<file path="config.mk">
export PLATFORM = sky130hd
export DESIGN_NAME = manch_nibble_codec
export DESIGN_NICKNAME = d
export VERILOG_FILES = /design/src/rtl/manch_codec_pkg.sv /design/src/rtl/manch_tx.sv /design/src/rtl/manch_rx.sv /design/src/rtl/manch_nibble_codec.sv
export SDC_FILE = /design/constraint.sdc
export NUM_CORES = 1
export LEC_CHECK = 0
export CORE_MARGIN = 3
export CORE_UTILIZATION = 53
export CTS_BUF_LIST = sky130_fd_sc_hd__clkbuf_16
export DETAILED_ROUTE_END_ITERATION = 6
export PLACE_DENSITY = 0.78
export SYNTH_ARGS = -nofsm -noshare
export SYNTH_HDL_FRONTEND = slang
export SYNTH_SLANG_ARGS = --single-unit
</file>
<file path="constraint.sdc">
create_clock -name clk -period 4.6 [get_ports clk]
set_input_delay 1.15 -clock clk [delete_from_list [all_inputs] [get_ports clk]]
set_output_delay 1.15 -clock clk [all_outputs]
set_load 0.01 [all_outputs]
</file>
<file path="src/rtl/manch_codec_pkg.sv">
package manch_codec_pkg;

  // Line chip for one half of a bit: first half carries the inverse,
  // second half carries the bit itself.
  function automatic logic manch_chip(input logic bit_val, input logic second_half);
    return second_half ? bit_val : ~bit_val;
  endfunction

  // Decode a chip pair: result[0] is the bit, result[1] flags a violation.
  function automatic logic [1:0] manch_decode(input logic first_chip, input logic second_chip);
    return {first_chip == second_chip, second_chip};
  endfunction

endpackage

</file>
<file path="src/rtl/manch_tx.sv">
module manch_tx
  import manch_codec_pkg::*;
#(
  parameter int NIB_W = 4,
  localparam int CHIPS = 2 * NIB_W,
  localparam int PH_W  = $clog2(CHIPS)
) (
  input  logic             clk,
  input  logic             rst_n,
  input  logic             tx_en,
  input  logic [NIB_W-1:0] tx_nibble,
  output logic             tx_take,
  output logic             line_tx,
  output logic             tx_busy,
  output logic [PH_W-1:0]  tx_ph
);

  logic [NIB_W-1:0] sh_q;
  logic             last_chip;

  assign last_chip = tx_busy && (tx_ph == PH_W'(CHIPS - 1));
  assign tx_take   = tx_en && (!tx_busy || last_chip);

  always_ff @(posedge clk) begin
    if (!rst_n) begin
      tx_busy <= 1'b0;
      tx_ph   <= '0;
      sh_q    <= '0;
    end else if (tx_take) begin
      sh_q    <= tx_nibble;
      tx_busy <= 1'b1;
      tx_ph   <= '0;
    end else if (last_chip) begin
      tx_busy <= 1'b0;
      tx_ph   <= '0;
    end else if (tx_busy) begin
      tx_ph   <= tx_ph + PH_W'(1);
    end
  end

  assign line_tx = tx_busy ? manch_chip(sh_q[tx_ph[PH_W-1:1]], tx_ph[0]) : 1'b0;

endmodule

</file>
<file path="src/rtl/manch_rx.sv">
module manch_rx
  import manch_codec_pkg::*;
#(
  parameter int NIB_W = 4,
  localparam int CHIPS = 2 * NIB_W,
  localparam int PH_W  = $clog2(CHIPS)
) (
  input  logic             clk,
  input  logic             rst_n,
  input  logic             rx_dv,
  input  logic             rx_chip,
  output logic [NIB_W-1:0] rx_nibble,
  output logic             rx_valid,
  output logic             rx_err,
  output logic             rx_done,
  output logic             rx_viol
);

  logic [PH_W-1:0]  rph_q;
  logic             first_q;
  logic [NIB_W-1:0] asm_q, asm_n;
  logic             verr_q;
  logic [PH_W-1:0]  vcnt_q;
  logic [1:0]       dec;
  logic             pair_end;

  assign pair_end = rx_dv && rph_q[0];
  assign dec      = manch_decode(first_q, rx_chip);
  assign rx_viol  = pair_end && dec[1];
  assign rx_done  = pair_end && (rph_q == PH_W'(CHIPS - 1));

  always_comb begin
    asm_n = asm_q;
    asm_n[rph_q[PH_W-1:1]] = dec[0];
  end

  always_ff @(posedge clk) begin
    if (!rst_n) begin
      rph_q   <= '0;
      first_q <= 1'b0;
      asm_q   <= '0;
      verr_q  <= 1'b0;
    end else if (!rx_dv) begin
      rph_q   <= '0;
      verr_q  <= 1'b0;
    end else begin
      rph_q <= rx_done ? '0 : rph_q + PH_W'(1);
      if (!rph_q[0]) begin
        first_q <= rx_chip;
      end else begin
        asm_q  <= asm_n;
        verr_q <= rx_done ? 1'b0 : (verr_q | dec[1]);
      end
    end
  end

  always_ff @(posedge clk) begin
    if (!rst_n) begin
      rx_nibble <= '0;
      rx_err    <= 1'b0;
      rx_valid  <= 1'b0;
      vcnt_q    <= '0;
    end else if (rx_done) begin
      rx_nibble <= asm_n;
      rx_err    <= verr_q | dec[1];
      rx_valid  <= 1'b1;
      vcnt_q    <= PH_W'(CHIPS - 1);
    end else if (rx_valid) begin
      if (vcnt_q == '0) rx_valid <= 1'b0;
      else              vcnt_q   <= vcnt_q - PH_W'(1);
    end
  end

endmodule

</file>
<file path="src/rtl/manch_nibble_codec.sv">
module manch_nibble_codec #(
  parameter int NIB_W = 4,
  localparam int CHIPS = 2 * NIB_W,
  localparam int PH_W  = $clog2(CHIPS)
) (
  input  logic             clk,
  input  logic             rst_n,
  input  logic             tx_en,
  input  logic [NIB_W-1:0] tx_nibble,
  output logic             tx_take,
  output logic             line_tx,
  input  logic             rx_dv,
  input  logic             rx_chip,
  output logic [NIB_W-1:0] rx_nibble,
  output logic             rx_valid,
  output logic             rx_err
);

  logic            tx_busy;
  logic [PH_W-1:0] tx_ph;
  logic            rx_done;
  logic            rx_viol;

  manch_tx #(.NIB_W(NIB_W)) u_tx (
    .clk       (clk),
    .rst_n     (rst_n),
    .tx_en     (tx_en),
    .tx_nibble (tx_nibble),
    .tx_take   (tx_take),
    .line_tx   (line_tx),
    .tx_busy   (tx_busy),
    .tx_ph     (tx_ph)
  );

  manch_rx #(.NIB_W(NIB_W)) u_rx (
    .clk       (clk),
    .rst_n     (rst_n),
    .rx_dv     (rx_dv),
    .rx_chip   (rx_chip),
    .rx_nibble (rx_nibble),
    .rx_valid  (rx_valid),
    .rx_err    (rx_err),
    .rx_done   (rx_done),
    .rx_viol   (rx_viol)
  );

endmodule

</file>
==> results of run 1 <==
flip-flops by register name, indices dropped and copies added (netlist names):
name            count
u_rx.asm_q          4
u_rx.first_q        1
u_rx.rph_q          3
u_rx.rx_err         1
u_rx.rx_nibble      4
u_rx.rx_valid       1
u_rx.vcnt_q         3
u_rx.verr_q         1
u_tx.sh_q           4
u_tx.tx_busy        1
u_tx.tx_ph          3
synth_stat cells, drive strengths merged:
cell type  number
dfxtp          26
a21oi          14
o21ai          12
nor2b           9
and2            6
ha              6
mux2i           6
nand2           6
nor2            6
a21boi          5
clkbuf          5
inv             5
nand3           4
buf             2
nand2b          2
o21a            2
o32ai           2
xnor2           2
a311o           1
a31o            1
and3            1
and4b           1
mux2            1
mux4            1
nand4           1
nor3b           1
power by group:
part / switching [W] / leakage (nW) / internal (W) / total, W
Clock: 0.0000713 / 0.0385 / 0.000116 / 0.000187
Combinational: 0.0000162 / 0.319 / 0.0000194 / 0.0000356
Sequential: 0.00000589 / 0.211 / 0.000232 / 0.000237
worst paths after layout:
| check | end | cells after the start | slack (ns) | startpoint |
|---|---|---|---|---|
| worst max-delay path | tx_take | 4 | 0.88 | tx_en |
| worst min-delay path | u_rx.verr_q | 2 | 0.50 | u_rx.verr_q |
| worst max register to register | u_rx.vcnt_q[0] | 5 | 2.91 | u_rx.rph_q[0] |
| worst min register to register | u_rx.verr_q | 2 | 0.50 | u_rx.verr_q |
worst max-delay path: stages:
cell                              delay (ns)
sky130_fd_sc_hd__clkdlybuf4s50_1        0.62
sky130_fd_sc_hd__inv_1                  0.15
sky130_fd_sc_hd__nor2_1                 0.12
sky130_fd_sc_hd__clkdlybuf4s50_1        0.53
cell type report:
| type | instances | area (um^2) |
|---|---|---|
| clock inverters | 1 | 3.754 |
| fillers | 163 | 603.1 |
| clock buffers | 3 | 75.07 |
| repair buffers | 16 | 160.2 |
| inverters | 5 | 18.77 |
| flip-flops and latches | 26 | 520.5 |
| multi-input cells | 90 | 606.8 |
| well taps | 27 | 33.78 |
per-stage QoR:
stage	cell area, um^2	hold WS, ns	total power, W
2_1_floorplan	1177	0.4540	0.0002635
3_3_place_gp	1340	0.4759	0.0002768
3_5_place_dp	1340	0.4864	0.0002781
4_1_cts	1419	0.5028	0.0004670
5_1_grt	1419	0.5261	0.0004828
6_report	1419	0.4966	0.0004604
cell families after synthesis:
kind of cell    Yosys count  share of synthesized area
mux                       8                    0.07970
compound gates           37                     0.1860
flops                    26                     0.4421
simple gates             37                     0.1711
xor+xnor                  2                    0.01488
fa+ha+maj                 6                    0.06376
buf+inv                  12                    0.04251
metal layers:
| metal | vias up | part of all wire | global-route usage | wire length [um] |
|---|---|---|---|---|
| met4 | 0 | 0.034 | 0.1106 | 76 |
| met5 | - | 0 | 0 | 0 |
| li1 | 470 | - | - | - |
| met1 | 426 | 0.43 | 0.1790 | 945 |
| met2 | 19 | 0.49 | 0.3202 | 1089 |
| met3 | 9 | 0.049 | 0.03662 | 108 |
cell usage in the layout (no fill, tap or decap):
master and count:
sky130_fd_sc_hd__dfxtp_1 26, sky130_fd_sc_hd__clkdlybuf4s50_1 16, sky130_fd_sc_hd__a21oi_1 14, sky130_fd_sc_hd__o21ai_0 12, sky130_fd_sc_hd__nor2b_1 9, sky130_fd_sc_hd__nor2_1 6, sky130_fd_sc_hd__and2_1 6, sky130_fd_sc_hd__nand2_1 6
sky130_fd_sc_hd__mux2i_1 6, sky130_fd_sc_hd__ha_1 6, sky130_fd_sc_hd__inv_1 5, sky130_fd_sc_hd__a21boi_0 5, sky130_fd_sc_hd__nand3_1 4, sky130_fd_sc_hd__clkbuf_16 3, sky130_fd_sc_hd__xnor2_1 2, sky130_fd_sc_hd__nand2b_1 2
sky130_fd_sc_hd__o32ai_1 2, sky130_fd_sc_hd__o21a_1 2, sky130_fd_sc_hd__mux4_2 1, sky130_fd_sc_hd__nor3b_1 1, sky130_fd_sc_hd__and3_1 1, sky130_fd_sc_hd__nand4_1 1, sky130_fd_sc_hd__mux2_2 1, sky130_fd_sc_hd__a31o_2 1
sky130_fd_sc_hd__and4b_1 1, sky130_fd_sc_hd__a311o_1 1, sky130_fd_sc_hd__clkinv_1 1
==> reports/summary.md, run 1 <==
Run status
* **result of the run** complete, no violations

GRT
* **pin count of the biggest net entering global routing** 26
* **number of antenna violations at the first check in global routing** 0
* **Overflow after GRT** 0
* **first-pass GRT wire length** 3588 um
* **via count of the first global-routing pass** 863
* **overall routing resource usage** 0.1756

Logic synthesis
* **post-synthesis cell count** 128
* **leading post-synthesis cells by cell area** sky130_fd_sc_hd__dfxtp_1 44%, sky130_fd_sc_hd__ha_1 6.4%, sky130_fd_sc_hd__a21oi_1 6.0%
* **post-synthesis cell type count** 27
* **synthesis warning total** 0
* **share of the yosys chip area belonging to registers** 0.4421
* **cell accounting for the most synthesized area** sky130_fd_sc_hd__dfxtp_1
* **count of state elements after synthesis** 26
* **Syn Area/Cell** 9.198 um^2
* **area share of the leading cell type in the synthesized netlist** 0.4421
* **Synthesized Nets** 143
* **post-synthesis instance area** 0.001177 mm^2

STA
* **RSZ-0062 raised after global routing** false
* **post-layout minimum cycle time** 3.719 ns
* **largest clock skew in the final design** 0.002416 ns
* **smallest setup slack after layout** 0.8813 ns
* **fmax** 268.9 MHz
* **number of max-slew violations in the final report** 0
* **Setup Total Neg Slack** 0 ns
* **worst slew margin relative to its limit** 0.5287
* **Final Cycle Share** 0.8084
* **Final Hold Viols** 0
* **Worst Tran Pin Value** 0.7047 ns
* **final setup violation count** 0

Floorplanning
* **number of placement rows** 16
* **height of the die** 53.13 um
* **core area** 0.002022 mm^2
* **Die Area** 0.002823 mm^2
* **number of top-level pins** 17
* **die outline width** 53.13 um
* **initial standard-cell utilization of the core** 0.5823

Cells and area
* **share of layout cells above drive strength 1** 0.04255
* **final design utilization** 0.7017
* **Post-layout nets** 157
* **post-layout instance count excluding filler cells** 168
* **Syn-to-layout area delta** 20.51%
* **Ant. Diodes** 0

Worst setup path
* **Arrival @ worst endpoint** 2.57 ns
* **nature of the critical path startpoint** input pin
* **critical path fanouts, max** 8
* **kind of end point of the critical path** output pin
* **required time reported for the critical path endpoint** 3.45 ns
* **CP Class** in2out

Hold path
* **class of the tightest hold or removal check** reg2reg

Clock tree
* **H-Tree Level Count** 1
* **post-CTS setup buffer count** 0
* **Max Buffers Root-to-Sink** 2
* **number of buffers created by CTS** 3
* **CTS tree** built
* **Worst-Skew Late Latency** 0.25 ns
* **CTS resizes** 0
* **hold buffer count at CTS** 0
* **CTS clock-pin slew for the worst setup and hold paths** 0.06 ns
* **Root Buffer** sky130_fd_sc_hd__clkbuf_16
* **total clock sinks** 26

Drt
* **detailed-route DRC error count** 0
* **detailed-route wire length per cell** 13.21 um
* **initial DRC count** 3
* **number of optimization iterations in the first detailed-route pass** 4
* **post-DR vias/cell** 5.500
* **Final Routed Wirelength** 2219 um
* **count of nets left with antenna violations after detail routing** 0
* **total via count after detailed routing** 924

Placement
* **number of instances in the placed design** 164
* **detailed placement HPWL** 1521 um
* **worst setup slack before clock tree synthesis** 0.8875 ns
* **routability congestion estimate** 0.7586
* **count of buffers inserted at the top-level ports** 16

Job
* **Max-Cap Viols** 0

Power and ir drop
* **leakage** 0.5687 nW
* **Peak supply drop** 216.8 uV
* **power density over the cells** 324.5 mW/mm^2

No activity file was read; power rests on OpenSTA's default activity.
==> inputs of run 2 (changes only) <==
--- a/config.mk
+++ b/config.mk
@@ -6,10 +6,10 @@
 export NUM_CORES = 1
 export LEC_CHECK = 0
 export CORE_MARGIN = 3
-export CORE_UTILIZATION = 53
+export CORE_UTILIZATION = 47
 export CTS_BUF_LIST = sky130_fd_sc_hd__clkbuf_16
 export DETAILED_ROUTE_END_ITERATION = 6
-export PLACE_DENSITY = 0.78
+export PLACE_DENSITY = 0.73
 export SYNTH_ARGS = -nofsm -noshare
 export SYNTH_HDL_FRONTEND = slang
 export SYNTH_SLANG_ARGS = --single-unit
==> constraint.sdc (replaced) <==
create_clock -name clk -period 3.2 [get_ports clk]
set_input_delay 0.8 -clock clk [delete_from_list [all_inputs] [get_ports clk]]
set_output_delay 0.8 -clock clk [all_outputs]
set_load 0.01 [all_outputs]
==> run 2 against run 1 <==
Clock power is 45% higher. Routed wire length is 8.4% lower. Flip-flop and latch count stayed put.
==> reports/summary.md, run 2 (synthesis results as in run 1) <==
Floorplanning
* **core area** 0.002297 mm^2
* **height of the die** 56.05 um
* **number of placement rows** 17
* **number of top-level pins** 17
* **die outline width** 56.05 um
* **Die Area** 0.003142 mm^2
* **initial standard-cell utilization of the core** 0.5125

Drt
* **met3 wire length** 74 um
* **Final Routed Wirelength** 2032 um
* **post-DR vias/cell** 5.374
* **detailed-route wire length per cell** 11.88 um
* **met1 layer wirelength in the final routing** 958 um
* **WL met2** 950 um
* **highest metal layer with signal wires** met4
* **initial DRC count** 14
* **total via count after detailed routing** 919
* **count of nets left with antenna violations after detail routing** 0
* **number of optimization iterations in the first detailed-route pass** 4
* **detailed-route DRC error count** 0

Worst setup path
* **sequence of cells on the critical path** clkdlybuf4s50_1 -> inv_1 -> nor2_1 -> clkdlybuf4s50_1
* **required time reported for the critical path endpoint** 2.40 ns
* **CP Class** in2out
* **Arrival @ worst endpoint** 2.00 ns
* **reg-to-reg startpoint** u_rx.rph_q[0]
* **combined buffer and inverter count along the critical path** 3
* **slack of the worst reg-to-reg path** 1.56 ns
* **Crit path largest cell delay** 0.54 ns
* **crit-path most repeated cell** sky130_fd_sc_hd__clkdlybuf4s50_1
* **cell class contributing the biggest share of worst-path delay** buffers and inverters
* **number of cells on the worst reg-to-reg path** 5
* **kind of end point of the critical path** output pin
* **slowest cell on the critical path** sky130_fd_sc_hd__clkdlybuf4s50_1
* **critical path fanouts, max** 6
* **logic depth of the worst path, buffers included** 4
* **nature of the critical path startpoint** input pin
* **FF-to-FF End** u_rx.vcnt_q[0]

Hold path
* **depth of the worst hold-timing path** 2
* **worst hold path endpoint** u_tx.sh_q[0]
* **worst hold path startpoint** u_tx.sh_q[0]
* **class of the tightest hold or removal check** reg2reg

Cells and area
* **Ant. Diodes** 0
* **final non-filler cell area** 0.001435 mm^2
* **final design utilization** 0.6247
* **leading cell type in the layout, fill and taps excluded** sky130_fd_sc_hd__dfxtp_1
* **Fill cells** 191
* **post-layout instance count excluding filler cells** 171
* **Syn-to-layout area delta** 21.89%
* **Largest regs** u_rx.asm_q (4), u_rx.rx_nibble (4), u_tx.sh_q (4)
* **commonest cells after routing, fill and taps aside** 26 x sky130_fd_sc_hd__dfxtp_1, 16 x sky130_fd_sc_hd__clkdlybuf4s50_1, 14 x sky130_fd_sc_hd__a21oi_1, 12 x sky130_fd_sc_hd__o21ai_0, 9 x sky130_fd_sc_hd__nor2b_1
* **share of layout cells above drive strength 1** 0.05594
* **Post-layout nets** 159

Placement
* **area post-placement** 0.001356 mm^2
* **count of buffers inserted at the top-level ports** 16
* **routability congestion estimate** 0.7923
* **detailed placement HPWL** 1507 um
* **number of instances in the placed design** 167

Power and ir drop
* **Peak supply drop** 237.0 uV
* **fraction of power consumed by combinational cells** 0.080
* **leakage** 0.5783 nW
* **switching power as a share of total power** 0.2043
* **power density over the cells** 463.5 mW/mm^2
* **Internal Power** 0.0005293 W
* **sequential fraction of design power** 0.512
* **total net switching power** 0.0001359 W
* **Clock power frac** 0.407

STA
* **Final Hold Viols** 0
* **largest clock skew in the final design** 0.002893 ns
* **Setup Total Neg Slack** 0 ns
* **worst slew margin relative to its limit** 0.6646
* **post-layout minimum cycle time** 2.804 ns
* **RSZ-0062 raised after global routing** false
* **Worst Tran Pin Value** 0.5016 ns
* **fmax** 356.6 MHz
* **Final Cycle Share** 0.8763
* **number of max-slew violations in the final report** 0
* **final setup violation count** 0

Clock tree
* **hold buffer count at CTS** 0
* **number of buffers created by CTS** 3
* **Worst-Skew Late Latency** 0.26 ns
* **CTS tree** built
* **post-CTS setup buffer count** 0
* **total clock sinks** 26
* **H-Tree Level Count** 1
* **Max Buffers Root-to-Sink** 2
* **CTS resizes** 0
* **CTS clock-pin slew for the worst setup and hold paths** 0.06 ns
* **Root Buffer** sky130_fd_sc_hd__clkbuf_16

GRT
* **Overflow after GRT** 0
* **number of antenna violations at the first check in global routing** 0
* **overall routing resource usage** 0.1505
* **first-pass GRT wire length** 3774 um
* **via count of the first global-routing pass** 885
* **pin count of the biggest net entering global routing** 18

Run status
* **result of the run** complete, no violations

Job
* **Max-Cap Viols** 0

-- run 2: cell count changes in the layout (fill, tap and decap cells not counted), sizes merged --
cell / delta
buf: +2
-- run 2: worst min-delay path, stage by stage, from the launching register on --
cell and delay [ns]:
sky130_fd_sc_hd__dfxtp_1 0.31, sky130_fd_sc_hd__o21ai_0 0.06, sky130_fd_sc_hd__a21boi_0 0.07
-- run 2: worst max-delay path by stage --
stage / startpoint / to / slack (ns)
after floorplan: tx_en / tx_take / 1.08
after global placement: tx_en / tx_take / 0.41
after detailed placement: tx_en / tx_take / 0.40
after CTS: tx_en / tx_take / 0.39
after global routing: tx_en / tx_take / 0.34
final: tx_en / tx_take / 0.40
-- run 2: routing by layer --
metal | up-vias | GRT usage
li1 | 477 | -
met1 | 419 | 0.1827
met2 | 18 | 0.2404
met3 | 5 | 0.03480
met4 | 0 | 0.08814
met5 | - | 0
-- run 2: power by group through the flow --
stage	Sequential, W	Clock [W]	Combinational [W]
after CTS	0.000341	0.000283	0.0000541
after detailed placement	0.000348	0	0.0000538
after floorplan	0.000345	0	0.0000341
after global routing	0.000342	0.000295	0.0000601
after global placement	0.000348	0	0.0000521
final	0.000341	0.000271	0.0000535
-- run 2: area by class of cell --
class	count	area, um^2	share of cell area
multi-input combinational	90	606.8	0.4228
sequential	26	520.5	0.3627
clock buffer	3	75.07	0.05231
inverter	5	18.77	0.01308
tap	28	35.03	0.02441
clock inverter	1	3.754	0.002616
timing repair buffer	18	175.2	0.1221
-- run 2: metrics by stage --
stage / hold WS [ns] / setup slack (ns) / power [W]
after global routing: 0.5232 / 0.3429 / 0.0006968
after CTS: 0.4913 / 0.3916 / 0.0006778
after floorplan: 0.4540 / 1.078 / 0.0003788
final: 0.4903 / 0.3957 / 0.0006652
after global placement: 0.4784 / 0.4121 / 0.0004000
after detailed placement: 0.4815 / 0.4047 / 0.0004020
==> inputs of run 3 (changes only) <==
--- a/config.mk
+++ b/config.mk
@@ -7,8 +7,8 @@
 export LEC_CHECK = 0
 export CORE_MARGIN = 3
 export CORE_UTILIZATION = 47
-export CTS_BUF_LIST = sky130_fd_sc_hd__clkbuf_16
 export DETAILED_ROUTE_END_ITERATION = 6
+export MAX_ROUTING_LAYER = met4
 export PLACE_DENSITY = 0.73
 export SYNTH_ARGS = -nofsm -noshare
 export SYNTH_HDL_FRONTEND = slang
==> run 3 against run 2 <==
First-iteration DRC count unchanged. Critical endpoint is now line_tx. Global-route usage about the same. Total power decreased by 16%. Critical path depth unchanged. Worst setup slack got worse by 0.0071 ns. Combinational power rose by 0.7%. Core utilization shrank 1.9 points. Maximum frequency is 0.25% lower. Count of clock-buffer cells in the layout grew 1. Non-clock buffer count stayed put. Sequential share of layout area grew 1.1 points.
==> reports/summary.md, run 3 (synthesis results as in run 1) <==
Run status
* **result of the run** complete, no violations

Power and ir drop
* **Clock power frac** 0.292
* **Internal Power** 0.0004318 W
* **total net switching power** 0.0001261 W
* **power density over the cells** 400.6 mW/mm^2
* **leakage** 0.5607 nW
* **Peak supply drop** 331.1 uV
* **switching power as a share of total power** 0.2260
* **fraction of power consumed by combinational cells** 0.097
* **sequential fraction of design power** 0.611

Worst setup path
* **CP Class** reg2out
* **number of cells on the worst reg-to-reg path** 5
* **slack of the worst reg-to-reg path** 1.55 ns
* **Arrival @ worst endpoint** 2.01 ns
* **end of the critical path** line_tx
* **nature of the critical path startpoint** register
* **slowest cell on the critical path** sky130_fd_sc_hd__mux4_2
* **FF-to-FF End** u_rx.vcnt_q[0]
* **launching instance or port of the critical path** u_tx.tx_ph[1]
* **required time reported for the critical path endpoint** 2.40 ns
* **kind of end point of the critical path** output pin
* **critical path fanouts, max** 3
* **reg-to-reg startpoint** u_rx.rph_q[0]
* **Crit path largest cell delay** 0.52 ns
* **sequence of cells on the critical path** mux4_2 -> xnor2_1 -> and2_1 -> clkdlybuf4s50_1

Hold path
* **class of the tightest hold or removal check** reg2reg

Clock tree
* **CTS resizes** 0
* **total clock sinks** 26
* **CTS clock-pin slew for the worst setup and hold paths** 0.13 ns
* **post-CTS setup buffer count** 0
* **CTS tree** built
* **Max Buffers Root-to-Sink** 2
* **H-Tree Level Count** 1
* **Worst-Skew Late Latency** 0.31 ns
* **number of buffers created by CTS** 3
* **Root Buffer** sky130_fd_sc_hd__clkbuf_4
* **hold buffer count at CTS** 0

GRT
* **Overflow after GRT** 0
* **number of antenna violations at the first check in global routing** 0
* **first-pass GRT wire length** 3815 um
* **via count of the first global-routing pass** 862
* **pin count of the biggest net entering global routing** 18
* **overall routing resource usage** 0.1507

Drt
* **Final Routed Wirelength** 2078 um
* **WL met2** 1017 um
* **highest metal layer with signal wires** met4
* **met3 wire length** 66 um
* **post-DR vias/cell** 5.251
* **met1 layer wirelength in the final routing** 976 um
* **total via count after detailed routing** 898
* **number of optimization iterations in the first detailed-route pass** 4
* **detailed-route wire length per cell** 12.15 um
* **count of nets left with antenna violations after detail routing** 0
* **detailed-route DRC error count** 0
* **initial DRC count** 14

STA
* **largest clock skew in the final design** 0.002419 ns
* **Final Cycle Share** 0.8785
* **Setup Total Neg Slack** 0 ns
* **number of max-slew violations in the final report** 0
* **post-layout minimum cycle time** 2.811 ns
* **Worst Tran Pin Value** 0.5283 ns
* **WHS** 0.5013 ns
* **worst slew margin relative to its limit** 0.6467
* **smallest setup slack after layout** 0.3886 ns
* **Final Hold Viols** 0
* **RSZ-0062 raised after global routing** false
* **final setup violation count** 0
* **fmax** 355.7 MHz

Floorplanning
* **initial standard-cell utilization of the core** 0.5125
* **height of the die** 56.05 um
* **Die Area** 0.003142 mm^2
* **die outline width** 56.05 um
* **number of placement rows** 17
* **number of top-level pins** 17
* **core area** 0.002297 mm^2

Placement
* **worst setup slack before clock tree synthesis** 0.4047 ns
* **detailed placement HPWL** 1507 um
* **routability congestion estimate** 0.8035
* **count of buffers inserted at the top-level ports** 16

Cells and area
* **share of layout cells above drive strength 1** 0.06294
* **area used by sequential logic in the layout** 520.5 um^2
* **Largest regs** u_rx.asm_q (4), u_rx.rx_nibble (4), u_tx.sh_q (4)
* **leading cell type in the layout, fill and taps excluded** sky130_fd_sc_hd__dfxtp_1
* **final design utilization** 0.6062
* **Post-layout nets** 159
* **area taken by multi-input logic gates** 606.8 um^2
* **Syn-to-layout area delta** 18.28%
* **commonest cells after routing, fill and taps aside** 26 x sky130_fd_sc_hd__dfxtp_1, 16 x sky130_fd_sc_hd__clkdlybuf4s50_1, 14 x sky130_fd_sc_hd__a21oi_1, 12 x sky130_fd_sc_hd__o21ai_0, 9 x sky130_fd_sc_hd__nor2b_1
* **Fill cells** 200
* **Ant. Diodes** 0

Job
* **Max-Cap Viols** 0

run 3: cell count changes in the layout (fill, tap and decap cells not counted):
| cell | change |
|---|---|
| sky130_fd_sc_hd__clkbuf_4 | +3 |
| sky130_fd_sc_hd__clkbuf_8 | +1 |
| sky130_fd_sc_hd__clkinv_1 | -1 |
| sky130_fd_sc_hd__clkbuf_16 | -3 |
run 3: how the worst min path moves through the flow:
| stage | start | endpoint | slack, ns | cells after the start |
|---|---|---|---|---|
| after detailed placement | u_rx.verr_q | u_rx.verr_q | 0.48 | 2 |
| after global placement | u_rx.verr_q | u_rx.verr_q | 0.48 | 2 |
| final | u_tx.sh_q[0] | u_tx.sh_q[0] | 0.50 | 2 |
| after global routing | u_tx.sh_q[0] | u_tx.sh_q[0] | 0.54 | 2 |
| after CTS | u_tx.sh_q[0] | u_tx.sh_q[0] | 0.50 | 2 |
| after floorplan | u_tx.sh_q[2] | u_tx.sh_q[2] | 0.45 | 2 |
run 3: worst max-delay path, delay by kind of cell, from the launching register on:
kind,cells,cell delay (ns)
flops,1,0.40
buf+inv,1,0.52
simple gates,1,0.13
xor+xnor,1,0.13
mux,1,0.52
run 3: metrics by stage:
step	total power, W	instances	area (um^2)
after floorplan	0.0003788	128	1177
after global placement	0.0004000	167	1356
after detailed placement	0.0004020	167	1356
after CTS	0.0005650	171	1393
after global routing	0.0005826	171	1393
final	0.0005578	171	1393
run 3: power by group through the flow:
stage               Combinational [W]  Clock (W)  Sequential [W]
floorplan                   0.0000341          0        0.000345
global placement            0.0000521          0        0.000348
detailed placement          0.0000538          0        0.000348
CTS                         0.0000544   0.000170        0.000341
global route                0.0000603   0.000180        0.000343
finish                      0.0000539   0.000163        0.000341
run 3: metal layers:
layer  global-route usage  up-vias
li1                     -      476
met1               0.1856      407
met2               0.2487       13
met3              0.02784        2
met4              0.04746        0
met5                    -        -
run 3: cell type report:
class / count / share of cell area
Sequential cell: 26 / 0.3738
Clock buffer: 4 / 0.02606
Timing Repair Buffer: 18 / 0.1258
Multi-Input combinational cell: 90 / 0.4358
Tap cell: 28 / 0.02516
Inverter: 5 / 0.01348
